--- src/rtl/pwm3_pkg.sv ---
package pwm3_pkg;
   typedef enum logic [1:0] {
      SEL_PERIOD = 2'd0,
      SEL_CH_A   = 2'd1,
      SEL_CH_B   = 2'd2,
      SEL_CH_C   = 2'd3
   } pwm3_sel_e;

   localparam int unsigned NUM_CH   = 3;
   localparam int unsigned LEAD_MIN = 2;
endpackage

--- src/rtl/pwm3_cycle_ctr.sv ---
module pwm3_cycle_ctr #(
   parameter int unsigned W    = 12,
   parameter int unsigned LEAD = 4
) (
   input  logic         clk,
   input  logic         rst,
   input  logic [W-1:0] per_eff,
   output logic [W-1:0] cnt_q,
   output logic         wrap,
   output logic         commit,
   output logic         calc
);
   localparam logic [W-1:0] LEAD_V = W'(LEAD);

   logic calc_q;

   assign wrap   = (cnt_q >= per_eff - 1'b1);
   assign commit = (cnt_q == per_eff - LEAD_V);
   assign calc   = calc_q;

   always_ff @(posedge clk) begin
      if (rst) begin
         cnt_q  <= '0;
         calc_q <= 1'b0;
      end else begin
         cnt_q  <= wrap ? '0 : cnt_q + 1'b1;
         calc_q <= commit;
      end
   end
endmodule

--- src/rtl/pwm3_chan.sv ---
module pwm3_chan #(
   parameter int unsigned W = 12
) (
   input  logic         clk,
   input  logic         rst,
   input  logic         wr,
   input  logic [W-1:0] wdata,
   input  logic         take,
   input  logic         calc,
   input  logic         wrap,
   input  logic [W-1:0] per_nx,
   input  logic [W-1:0] cnt,
   output logic         on,
   output logic [W-1:0] ontime
);
   logic [W-1:0] shadow_q, duty_nx_q;
   logic [W-1:0] lo_nx_q, hi_nx_q, eff_nx_q;
   logic [W-1:0] lo_q, hi_q, eff_q;
   logic [W-1:0] eff_c, lo_c;

   always_comb begin
      eff_c = (duty_nx_q >= per_nx) ? per_nx : duty_nx_q;
      lo_c  = (per_nx - eff_c) >> 1;
   end

   always_ff @(posedge clk) begin
      if (rst) begin
         shadow_q  <= '0;
         duty_nx_q <= '0;
         lo_nx_q   <= '0;
         hi_nx_q   <= '0;
         eff_nx_q  <= '0;
         lo_q      <= '0;
         hi_q      <= '0;
         eff_q     <= '0;
      end else begin
         if (wr)   shadow_q  <= wdata;
         if (take) duty_nx_q <= shadow_q;
         if (calc) begin
            lo_nx_q  <= lo_c;
            hi_nx_q  <= lo_c + eff_c;
            eff_nx_q <= eff_c;
         end
         if (wrap) begin
            lo_q  <= lo_nx_q;
            hi_q  <= hi_nx_q;
            eff_q <= eff_nx_q;
         end
      end
   end

   assign on     = (cnt >= lo_q) && (cnt < hi_q);
   assign ontime = eff_q;
endmodule

--- src/rtl/pwm3_center_timer.sv ---
module pwm3_center_timer #(
   parameter int unsigned W          = 12,
   parameter int unsigned LEAD       = 4,
   parameter int unsigned MIN_PERIOD = 8
) (
   input  logic                 clk,
   input  logic                 rst,
   input  logic                 wr_en,
   input  logic [1:0]           wr_sel,
   input  logic [W-1:0]         wr_data,
   output logic                 sync_o,
   output logic [2:0]           ch_on_o,
   output logic [3*W-1:0]       ch_ontime_o
);
   import pwm3_pkg::*;

   localparam logic [W-1:0] MIN_V = W'(MIN_PERIOD);

   if (LEAD < LEAD_MIN || MIN_PERIOD < LEAD + 2 || MIN_PERIOD >= (1 << W))
   begin : g_bad_cfg
      $error("pwm3_center_timer: LEAD or MIN_PERIOD out of range");
   end

   logic [W-1:0]      per_sh_q, per_nx_q, per_eff, cnt_q;
   logic              wrap, commit, calc, take;
   logic [NUM_CH-1:0] pend_q, ch_wr;

   pwm3_cycle_ctr #(.W(W), .LEAD(LEAD)) u_ctr (
      .clk(clk), .rst(rst), .per_eff(per_eff), .cnt_q(cnt_q),
      .wrap(wrap), .commit(commit), .calc(calc)
   );

   assign take = commit && (&pend_q);

   always_ff @(posedge clk) begin
      if (rst) begin
         per_sh_q <= '0;
         per_nx_q <= MIN_V;
         per_eff  <= MIN_V;
      end else begin
         if (wr_en && wr_sel == SEL_PERIOD) per_sh_q <= wr_data;
         if (commit) per_nx_q <= (per_sh_q < MIN_V) ? MIN_V : per_sh_q;
         if (wrap)   per_eff  <= per_nx_q;
      end
   end

   for (genvar i = 0; i < NUM_CH; i++) begin : g_ch
      assign ch_wr[i] = wr_en && (wr_sel == 2'(i + 1));

      always_ff @(posedge clk) begin
         if (rst)           pend_q[i] <= 1'b0;
         else if (ch_wr[i]) pend_q[i] <= 1'b1;
         else if (take)     pend_q[i] <= 1'b0;
      end

      pwm3_chan #(.W(W)) u_chan (
         .clk(clk), .rst(rst), .wr(ch_wr[i]), .wdata(wr_data),
         .take(take), .calc(calc), .wrap(wrap), .per_nx(per_nx_q),
         .cnt(cnt_q), .on(ch_on_o[i]), .ontime(ch_ontime_o[i*W +: W])
      );
   end

   assign sync_o = (cnt_q == '0);
endmodule

--- config.mk ---
export PLATFORM = sky130hd
export DESIGN_NAME = pwm3_center_timer
export DESIGN_NICKNAME = d
export VERILOG_FILES = /design/src/rtl/pwm3_pkg.sv /design/src/rtl/pwm3_cycle_ctr.sv /design/src/rtl/pwm3_chan.sv /design/src/rtl/pwm3_center_timer.sv
export SDC_FILE = /design/constraint.sdc
export NUM_CORES = 1
export LEC_CHECK = 0
export ABC_CLOCK_PERIOD_IN_PS = 7100
export BUFFER_PORTS_ARGS = -buffer_cell sky130_fd_sc_hd__buf_2
export CAP_MARGIN = 15
export CORE_UTILIZATION = 50
export CTS_CLUSTER_DIAMETER = 60
export DETAILED_ROUTE_END_ITERATION = 8
export PLACE_DENSITY = 0.75
export SETUP_SLACK_MARGIN = 0.05
export SYNTH_ARGS = -nofsm -noshare
export SYNTH_HDL_FRONTEND = slang
export SYNTH_SLANG_ARGS = --single-unit
--- constraint.sdc ---
create_clock -name clk -period 7.1 [get_ports clk]
set_input_delay 0.71 -clock clk [delete_from_list [all_inputs] [get_ports clk]]
set_output_delay 0.71 -clock clk [all_outputs]
set_load 0.01 [all_outputs]
After elaboration in Yosys (flattened, before gate mapping)
Index checks and enable logic that the tools add are counted.
Operators by class
  add/sub/neg operators: 9
  order comparisons: 11
  eq/ne operators: 4
  multiplexer cells: 8
  reduce and logical (&&, ||, !) cells: 15
Operator list (number)
  12-bit >= comparator: 4
  12-bit 2-to-1 mux: 4
  11-bit by 12-bit adder with 12-bit output: 3
  12-bit by 11-bit >= comparator with 1-bit output: 3
  12-bit < comparator: 3
  12-bit subtractor: 3
  12-bit by 1-bit adder with 12-bit output, second input constant: 1
  12-bit equality test: 1
  12-bit logical NOT: 1
  12-bit by 4-bit < comparator with 1-bit output, second input constant: 1
  12-bit by 1-bit subtractor with 12-bit output, second input constant: 1
  12-bit by 3-bit subtractor with 12-bit output, second input constant: 1
  1-bit logical AND: 8
  2-bit nonzero test: 3
  2-bit equality test, second input constant: 2
  1-bit 2-to-1 mux: 4
  3-bit AND reduction: 1
  2-bit by 1-bit equality test with 1-bit output, second input constant: 1
  2-bit logical NOT: 1
  2-bit OR reduction: 1
Storage, ports and cells
  flip-flop bits (word level): 334
  input bits: 17
  output and inout bits: 40

Logic depth before layout (Yosys ltp)
Gate-level depths: netlist (run 1).
  depth in word-level cells: 5
  mapped depth: 29
  mapped depth without buffers: 28

Modules after synthesis
From an unflattened synthesis (run 1), not the netlist that was laid out.
Second synthesis, totals
  cells, all modules: 2136
  area total of the unflattened synthesis: 18868.1 um^2
Modules (own cells, without submodules)
  pwm3_chan (g_ch[1].u_chan): instances 1, cells an instance 613, area an instance 5416.4 um^2
  pwm3_chan (g_ch[2].u_chan): instances 1, cells an instance 617, area an instance 5390.2 um^2
  pwm3_chan (g_ch[0].u_chan): instances 1, cells an instance 601, area an instance 5293.8 um^2
  pwm3_center_timer: instances 1, cells an instance 147, area an instance 1487.7 um^2
  pwm3_cycle_ctr: instances 1, cells an instance 158, area an instance 1280.0 um^2

Worst setup path after synthesis (run 1)
OpenSTA, ideal clock, no wires.
  path type: register to register
  start: register per_nx_q[1]
  end: register g_ch[0].u_chan.hi_nx_q[8]
  library setup time: 0.082 ns
  arrival: 5.577 ns
  data required time: 7.018 ns
  path slack: 1.440 ns
  cell stages (with the launch flop): 28
  path buffers: 2
  clock period less this slack: 5.660 ns
  path through: dfxtp_1 clkbuf_1 inv_2 ha_1 a21o_1 a211o_1 a31o_2 nor2_1 clkbuf_1 nor2_1 a21oi_1 ha_1 o21a_1 nor2_1 nor2_1 and3_1 a21oi_1 o21ai_1 ha_1 a21oi_1 nor2_1 o32ai_1 a2111oi_0 o21ai_1 nand2b_1 a21o_1 a2111o_1 o221ai_1
On the way
  cells in the longest elaborated chain, start to end: 4
RTL lines
  start: declaration: line pwm3_center_timer.sv:24  | logic [W-1:0] per_sh_q, per_nx_q, per_eff, cnt_q;
  start signal: assignment: line pwm3_center_timer.sv:42  | if (commit) per_nx_q <= (per_sh_q < MIN_V) ? MIN_V : per_sh_q;
  12-bit >= comparator: line pwm3_chan.sv:22  | eff_c = (duty_nx_q >= per_nx) ? per_nx : duty_nx_q;
  12-bit 2-to-1 mux: line pwm3_chan.sv:22
  12-bit subtractor (*): line pwm3_chan.sv:23  | lo_c = (per_nx - eff_c) >> 1;
  via g_ch[0].u_chan.lo_c[2]: line pwm3_chan.sv:19  | logic [W-1:0] eff_c, lo_c;
  11-bit by 12-bit adder with 12-bit output (*): line pwm3_chan.sv:41  | hi_nx_q <= lo_c + eff_c;
  end signal: assignment: line pwm3_chan.sv:41
  end: declaration: line pwm3_chan.sv:17  | logic [W-1:0] lo_nx_q, hi_nx_q, eff_nx_q;
The timed path passes the listed nets; every way through them passes the cells marked *.
A chain may end at the register's enable or synchronous reset.

Worst setup path in the final report (run 1)
  start: register per_nx_q[5]
  end: register g_ch[0].u_chan.hi_nx_q[11]
On the way
  cells in the longest elaborated chain, start to end: 4
RTL lines (line)
  12-bit >= comparator: pwm3_chan.sv:22
  12-bit 2-to-1 mux: pwm3_chan.sv:22
  via g_ch[0].u_chan.eff_c[1]: pwm3_chan.sv:19
  12-bit subtractor: pwm3_chan.sv:23
  via g_ch[0].u_chan.lo_c[7]: pwm3_chan.sv:19
  11-bit by 12-bit adder with 12-bit output: pwm3_chan.sv:41
The timed path passes the listed nets, and every way through them passes these cells.

==> out/metrics.csv, run 1 <==
metric,value,unit
status,"finished, violations left",
failing checks,DRC,
Most common cell on crit path,nor2_1,
post-synthesis async set-or-reset flop share,0,%
1st-pass router iterations,7,
Die Width,193,um
FP Rows,69,
gpl congestion,0.909,
Syn-to-layout area delta,9.67,%
initial DRC count,1300,
Worst R2R Path Depth,26,
sequential share of the synthesized area,36.6,%
clock insertion delay at the later pin of the skew report,0.55,ns
Via density,5.68,
Cell variety after synth,85,
TritonCTS clock tree,yes,
Util after Layout,56.0,%
setup tns final,0,ns
Worst Hold Class,in2reg,
RSZ-0062 raised after global routing,false,
"Clk pin slew, worst setup/hold paths",0.06,ns
slew margin rel.,20.3,%
H-tree levels,2,
"slowest stage cell, crit path",dfxtp_1,
Worst-Margin Slew,1.19,ns
global route total overflow,0,
worst hold endpoint,g_ch[2].u_chan.shadow_q[2],
Overall Global Routing Usage,26.9,%
worst path required time,7.52,ns
fmax,0.159,GHz
antenna cells,0,
largest net degree at the start of global routing,207,
Max-Cap Viols,0,
Initial Utilization,51.1,%
initial antenna violation count,0,
# clock sinks,334,
warnings from Yosys,0,
Critical Path Max Stage Delay,0.56,ns
"most common cell after layout, fill and taps aside",nand2_1,
crit path kind,reg2reg,
Root Buffer,clkbuf_16,
Num CTS Buffers,39,
syn nets,2475,
WHS Path Cells,3,
vias in the first global route,14600,
syn_area_per_cell,8.01,um^2
share of layout cells above drive strength 1,6.84,%
CP arrival,6.71,ns
main flop type after synthesis,dfxtp_1,
worst slack at placement,1.00,ns
r2r startpoint,per_nx_q[5],
via count,15700,
setup ws final,0.814,ns
Post-synth EDFFs,0,
hold_buf cts,0,
Max Buffers Root-to-Sink,3,
CP Launch Point,per_nx_q[5],
buffer count from post-CTS setup fixing,0,
io pins,57,
min-delay src,wr_data[2],
R2R Path End,g_ch[0].u_chan.hi_nx_q[11],
# port buffers,56,
core area,35700,um^2
first-pass GRT wire length,78700,um
final worst path period need,6.29,ns
Mapped Cells,2280,
reg-to-reg setup timing slack,0.81,ns
Max rail drop VDD,176,uV
DPL Wire Length,35100,um
Setup crit start kind,flop,
Final Max Slew Viols,0,
"Hold Violations, Final",0,
synthesized area,18300,um^2
residual DRC count,4,
die area,37300,um^2
routed wire length,49600,um
post_cts resized,0,
"Setup violations, final",0,
Final period util,88.5,%
Pwr Density,205,nW/um^2
crit path max fanout,7,
Post-Route Skew,0.0218,ns
most frequent cells in the layout,"nand2_1, dfxtp_1, a21oi_1, nor2_1, ha_1",
NumNets Final,2465,
Leakage,0.00795,uW
routed wire length per instance,18.0,um
Yosys reg bits,334,
number of routed nets with antenna violations,0,
Setup crit end kind,flop,
Hold Slack,0.446,ns
"delay-heaviest family, CP",compound AO/OA/AOI/OAI gates,
WP buf/inv,3,
Die Ht,193,um
-- cell families (layout without fill, tap and decap cells) --
group / count (synthesis) / in the layout / share of synthesized area (%)
flip-flops: 334 / 334 / 36.6
XOR/XNOR: 91 / 91 / 4.36
AND/OR/NAND/NOR: 823 / 823 / 19.0
adder cells (fa/ha/maj): 179 / 179 / 12.3
AO/OA/AOI/OAI: 526 / 526 / 18.1
buffers and inverters: 249 / 264 / 5.30
multiplexers: 78 / 78 / 4.29
-- cell usage after synthesis (6+ instances only) --
master | n | area [um^2]
a211o_1 | 7 | 61.3
a211oi_1 | 40 | 300
a21o_1 | 69 | 518
a21oi_1 | 269 | 1350
a31oi_1 | 13 | 81.3
and3_1 | 12 | 75.1
buf_1 | 13 | 48.8
buf_2 | 11 | 55.1
clkbuf_1 | 93 | 349
dfxtp_1 | 334 | 6690
ha_1 | 176 | 2200
inv_1 | 124 | 465
mux2i_1 | 76 | 761
nand2_1 | 446 | 1670
nand2b_1 | 27 | 169
nand3_1 | 17 | 85.1
nor2_1 | 215 | 807
nor2b_1 | 19 | 119
nor3_1 | 33 | 165
nor4_1 | 14 | 87.6
o21a_1 | 10 | 75.1
o21ai_0 | 18 | 90.1
o21ai_1 | 28 | 140
or2_1 | 6 | 37.5
xnor2_1 | 54 | 473
xor2_1 | 37 | 324
-- where the power goes --
part / internal, uW / switching, uW
Clock: 1140 / 797
Sequential: 1890 / 26.6
Combinational: 97.1 / 154
Total: 3130 / 978
-- sequential cells by signal (all words and copies together) (netlist names), 33 cells and up --
name / count
g_ch.u_chan.ontime: 36
g_ch.u_chan.duty_nx_q: 36
g_ch.u_chan.hi_q: 36
g_ch.u_chan.shadow_q: 36
g_ch.u_chan.lo_q: 33
g_ch.u_chan.hi_nx_q: 36
g_ch.u_chan.lo_nx_q: 33
g_ch.u_chan.eff_nx_q: 36
-- layer usage --
layer | global-route usage, % | vias to the layer above | share of wire [%] | wire (um)
met5 | 0 | - | 0 | 0
met4 | 11.2 | 0 | 3.7 | 1830
met3 | 4.02 | 111 | 6.1 | 3010
met2 | 41.2 | 507 | 44 | 21600
met1 | 37.6 | 7304 | 47 | 23100
li1 | - | 7729 | - | -
-- per-stage QoR --
| step | instance area [um^2] | instances | power, uW |
|---|---|---|---|
| after floorplan | 18300 | 2280 | 2140 |
| after global placement | 18800 | 2690 | 2200 |
| after detailed placement | 18800 | 2690 | 2210 |
| after CTS | 20000 | 2756 | 4140 |
| after global routing | 20000 | 2756 | 4250 |
| final | 20000 | 2756 | 4110 |
-- tightest hold or removal path: stages --
cell and delay, ns:
buf_2 0.13, nand2_1 0.06, a21oi_1 0.05
-- area by class of cell --
class                   instances  area (um^2)
repair buffers                 71          415
fillers                      3302        15700
flip-flops and latches        334         6690
clock buffers                  51         1110
inverters                     127          477
multi-input cells            1697        10600
clock inverters                15          123
well taps                     461          577
-- worst max-delay path by stage --
stage                     slack, ns                          to  cells past startpoint
final                          0.81  g_ch[0].u_chan.hi_nx_q[11]                     26
after global routing           0.40  g_ch[0].u_chan.hi_nx_q[10]                     26
after CTS                      0.96  g_ch[0].u_chan.hi_nx_q[11]                     26
after detailed placement       1.00  g_ch[0].u_chan.hi_nx_q[11]                     26
after global placement         1.18  g_ch[0].u_chan.hi_nx_q[10]                     26
after floorplan                1.44   g_ch[0].u_chan.hi_nx_q[8]                     27
Power figures use the tool's default switching activity.
==> run 2, diff against run 1 <==
ABC_CLOCK_PERIOD_IN_PS = 5000   (was 7100)
PLACE_DENSITY = 0.78   (was 0.75)
clock period = 5 ns   (was 7.1 ns; I/O delays follow)
==> run 2 against run 1 <==
  * The flow finishes with violations (DRC, setup timing)
  * Sequential share of layout area shrank 2.1 points
  * Combinational power increased by 53%
  * Hold slack got worse by 0.20 ns
  * Critical path depth grew 2
  * Count of clock-buffer cells in the layout did not move
  * Largest cell class unchanged
==> out/metrics.csv, run 2 (synthesis gave the netlist of run 1 again) <==
metric,value,unit
gpl congestion,0.907,
most frequent cells in the layout,"nand2_1, dfxtp_1, a21oi_1, nor2_1, ha_1",
Pwr Density,277,nW/um^2
"Hold Violations, Final",0,
DPL Wire Length,35300,um
crit path max fanout,4,
initial DRC count,1400,
Critical Path Max Stage Delay,0.40,ns
Worst Hold Class,in2reg,
hold_buf cts,0,
fmax,0.194,GHz
WHS Path Cells,3,
NumNets Final,2574,
Util after Layout,59.9,%
clock insertion delay at the later pin of the skew report,0.55,ns
io pins,57,
R2R Path End,g_ch[0].u_chan.hi_nx_q[11],
largest net degree at the start of global routing,220,
Worst-Margin Slew,0.985,ns
Root Buffer,clkbuf_16,
Leakage,0.00858,uW
global route total overflow,0,
Die Ht,193,um
"Clk pin slew, worst setup/hold paths",0.06,ns
core area,35700,um^2
status,"finished, violations left",
via count,16300,
Max-Cap Viols,0,
Setup crit end kind,flop,
Worst R2R Path Depth,28,
RSZ-0062 raised after global routing,true,
residual DRC count,4,
setup ws final,-0.143,ns
r2r startpoint,g_ch[0].u_chan.duty_nx_q[0],
"Setup violations, final",2,
routed wire length per instance,17.6,um
number of routed nets with antenna violations,0,
Post-Route Skew,0.0262,ns
FP Rows,69,
Max Buffers Root-to-Sink,3,
failing checks,"DRC, setup timing",
slew margin rel.,34.4,%
"slowest stage cell, crit path",fa_2,
min-delay src,wr_data[0],
final worst path period need,5.14,ns
worst hold endpoint,g_ch[2].u_chan.shadow_q[0],
Initial Utilization,51.1,%
worst path required time,5.43,ns
Setup crit start kind,flop,
die area,37300,um^2
Layout Cells excl Fill,2868,
Final Max Slew Viols,0,
share of layout cells above drive strength 1,14.3,%
routed wire length,50500,um
Final period util,103,%
Pwr Total,5930,uW
antenna cells,0,
Overall Global Routing Usage,26.8,%
Max rail drop VDD,312,uV
initial antenna violation count,0,
1st-pass router iterations,7,
setup tns final,-0.276,ns
H-tree levels,2,
reg-to-reg setup timing slack,-0.14,ns
Syn-to-layout area delta,17.2,%
CP arrival,5.58,ns
"most common cell after layout, fill and taps aside",nand2_1,
vias in the first global route,15200,
Via density,5.68,
# clock sinks,334,
first-pass GRT wire length,79100,um
Hold Slack,0.247,ns
Most common cell on crit path,a21o_1,
TritonCTS clock tree,yes,
Die Width,193,um
Num CTS Buffers,39,
# port buffers,56,
crit path kind,reg2reg,
placed cell count,2772,
## run 2: report_power, final
group / total (uW) / switching [uW] / internal [uW]
Clock: 2830 / 1170 / 1660
Combinational: 384 / 229 / 155
Sequential: 2720 / 34.7 / 2690
Total: 5930 / 1430 / 4500
## run 2: worst max path at each step
| stage | start | end | slack (ns) |
|---|---|---|---|
| finish | g_ch[0].u_chan.duty_nx_q[0] | g_ch[0].u_chan.hi_nx_q[11] | -0.14 |
| floorplan | per_nx_q[1] | g_ch[0].u_chan.hi_nx_q[11] | 0.02 |
| CTS | g_ch[0].u_chan.duty_nx_q[0] | g_ch[0].u_chan.hi_nx_q[11] | 0.03 |
| global route | per_nx_q[11] | g_ch[0].u_chan.hi_nx_q[11] | -0.32 |
| global placement | g_ch[0].u_chan.duty_nx_q[0] | g_ch[0].u_chan.hi_nx_q[11] | 0.009 |
| detailed placement | g_ch[0].u_chan.duty_nx_q[0] | g_ch[0].u_chan.hi_nx_q[11] | -0.20 |
## run 2: metal layers
layer,track usage [%],up-vias,routed length [um]
met5,0,-,0
met4,9.95,0,1470
met3,4.09,92,3340
met2,42.0,543,23000
met1,37.0,7685,22800
li1,-,7959,-
## run 2: what timing repair did
item,4_1_cts,5_1_grt
setup buffers,9,19
resized for setup,7,64
setup endpoints to repair,7,16
pin swaps,12,34
## run 2: cell type report
class                   instances  area (um^2)
fillers                      3083        14300
well taps                     461          577
clock buffers                  51         1120
inverters                     127          484
multi-input cells            1697        11100
clock inverters                18          165
repair buffers                180         1290
flip-flops and latches        334         6700
## run 2: critical path: cells and delay by family (launching register included)
| family | cells | cell delay, ns |
|---|---|---|
| XOR/XNOR | 1 | 0.26 |
| adder cells (fa/ha/maj) | 3 | 0.93 |
| AO/OA/AOI/OAI | 14 | 2.56 |
| buffers and inverters | 5 | 0.43 |
| AND/OR/NAND/NOR | 5 | 0.52 |
| flip-flops | 1 | 0.33 |
## run 2: metrics by stage
| stage | instance area [um^2] | worst slack [ns] |
|---|---|---|
| 3_5_place_dp | 19500 | -0.202 |
| 5_1_grt | 21400 | -0.318 |
| 6_report | 21400 | -0.143 |
| 3_3_place_gp | 19500 | 0.00905 |
| 4_1_cts | 20900 | 0.0272 |
| 2_1_floorplan | 18400 | 0.0240 |
==> run 3, diff against run 2 <==
GPL_ROUTABILITY_DRIVEN = 0   (was not set)
PLACE_DENSITY = 0.66   (was 0.78)
==> run 3 against run 2 <==
  * The run still ends with DRC, setup timing left
  * Register-to-register slack gained 0.07 ns
  * Sequential cell count is the same
  * Die area unchanged
  * Core utilization rose by 0.58 points
  * Clock skew fell by 0.0034 ns
  * Worst setup slack better by 0.072 ns
  * Power increased by 1.7%
  * Sequential power about the same
  * Count of clock-buffer cells in the layout unchanged
  * Non-clock buffer count is 1 higher
  * Hold slack lost 0.021 ns
==> out/metrics.csv, run 3 (synthesis gave the netlist of run 1 again) <==
metric,value,unit
slew margin rel.,29.5,%
Placement Cell Area,19500,um^2
# port buffers,56,
placed cell count,2767,
antenna cells,0,
# clock sinks,334,
initial DRC count,1413,
hold_buf cts,0,
Post-Route Skew,0.0227,ns
Max Buffers Root-to-Sink,3,
FP Rows,69,
first-pass GRT wire length,79300,um
setup ws final,-0.0712,ns
Die Ht,193,um
Setup crit end kind,flop,
end of the critical path,g_ch[0].u_chan.hi_nx_q[11],
most frequent cells in the layout,"nand2_1, dfxtp_1, a21oi_1, nor2_1, ha_1",
routed wire length per instance,17.8,um
Die Width,193,um
worst path required time,5.43,ns
Util after Layout,60.5,%
Overall Global Routing Usage,27.2,%
R2R Path End,g_ch[0].u_chan.hi_nx_q[11],
final worst path period need,5.07,ns
Root Buffer,clkbuf_16,
Worst-Margin Slew,1.06,ns
die area,37300,um^2
Final period util,101,%
vias in the first global route,14800,
TritonCTS clock tree,yes,
initial antenna violation count,0,
crit path kind,reg2reg,
CP arrival,5.50,ns
Leakage,0.00866,uW
RSZ-0062 raised after global routing,true,
1st-pass router iterations,7,
failing checks,"DRC, setup timing",
Filler cells,3263,
io pins,57,
"Hold Violations, Final",0,
"most common cell after layout, fill and taps aside",nand2_1,
fmax,0.197,GHz
CP Launch Point,per_nx_q[0],
clock insertion delay at the later pin of the skew report,0.56,ns
Worst R2R Path Depth,25,
Setup crit start kind,flop,
via count,16100,
Layout Cells excl Fill,2869,
routed wire length,51000,um
share of layout cells above drive strength 1,15.2,%
Initial Utilization,51.1,%
Syn-to-layout area delta,18.4,%
H-tree levels,2,
Max rail drop VDD,316,uV
core area,35700,um^2
Pwr Density,279,nW/um^2
Num CTS Buffers,38,
global route total overflow,0,
Max-Cap Viols,0,
crit path max fanout,4,
residual DRC count,8,
"Setup violations, final",3,
NumNets Final,2574,
r2r startpoint,per_nx_q[0],
reg-to-reg setup timing slack,-0.07,ns
status,"finished, violations left",
largest net degree at the start of global routing,159,
Worst Hold Class,in2reg,
"Clk pin slew, worst setup/hold paths",0.06,ns
DPL Wire Length,35300,um
min-delay src,wr_data[9],
Via density,5.61,
Final Max Slew Viols,0,
"Design Area, Final",21600,um^2
number of routed nets with antenna violations,0,
[run 3: changes by cell type in the layout (fill, tap and decap cells not counted), sizes merged]
cell	delta
buf	+1
clkinvlp	-5
bufinv	+4
inv	+1
[run 3: layer usage]
layer  global-route usage, %  vias up  part of all wire, %  wire length (um)
met2                    42.0      455                   44             22400
met5                       0        -                    0                 0
met4                    8.53        0                  2.8              1410
met1                    38.5     7578                   47             24100
met3                    4.42       94                  6.0              3090
li1                        -     7968                    -                 -
[run 3: area by class of cell]
type	instances	area [um^2]	area share, %
Clock buffer	51	1050	4.86
Clock inverter	18	254	1.18
Inverter	127	484	2.24
Multi-Input combinational cell	1697	11300	52.1
Sequential cell	334	6700	31.0
Tap cell	461	577	2.67
Timing Repair Buffer	181	1280	5.94
[run 3: power breakdown]
group | total [uW] | switching (uW) | internal, uW
Sequential | 2720 | 28.8 | 2690
Combinational | 395 | 238 | 157
Clock | 2930 | 1170 | 1750
Total | 6040 | 1440 | 4600
[run 3: metrics by stage]
stage          setup TNS [ns]  power [uW]  hold WS (ns)  setup slack, ns
2_1_floorplan               0        3040         0.426           0.0240
3_3_place_gp          -0.0430        3140         0.435          -0.0430
3_5_place_dp           -0.369        3150         0.441           -0.117
4_1_cts                     0        6070         0.199           0.0199
5_1_grt                 -1.39        6230         0.231           -0.287
6_report              -0.0954        6040         0.225          -0.0712
[run 3: worst min path at each step]
stage	endpoint	slack (ns)	cells after the start
after floorplan	g_ch[2].u_chan.hi_nx_q[10]	0.43	2
after global placement	g_ch[0].u_chan.ontime[1]	0.43	2
after detailed placement	g_ch[1].u_chan.ontime[9]	0.44	2
after CTS	g_ch[1].u_chan.shadow_q[8]	0.20	3
after global routing	g_ch[1].u_chan.shadow_q[9]	0.23	3
final	g_ch[0].u_chan.shadow_q[9]	0.23	3
[run 3: worst max-delay path, cell delays in order (launching register included)]
cell and delay [ns]:
dfxtp_4 0.36, ha_4 0.23, nand2b_4 0.12, a21o_1 0.17, a211o_1 0.28, a31o_4 0.26, nor2_4 0.19, nor2_4 0.06
a21oi_4 0.17, ha_4 0.23, o21a_1 0.19, nor2_2 0.13, nor2_1 0.07, and3_1 0.19, a21oi_2 0.13, o21ai_2 0.10
ha_4 0.26, a21o_1 0.22, buf_6 0.14, buf_6 0.11, o311ai_4 0.33, o31ai_4 0.11, o41ai_4 0.33, nor2b_1 0.11
o41ai_2 0.35, o21ai_1 0.11
[run 3: timing repair]
item,4_1_cts,5_1_grt
buffers inserted,10,22
pin swaps,19,61
setup endpoints to repair,8,15
hold endpoints to repair,0,0
gates resized for setup,10,98
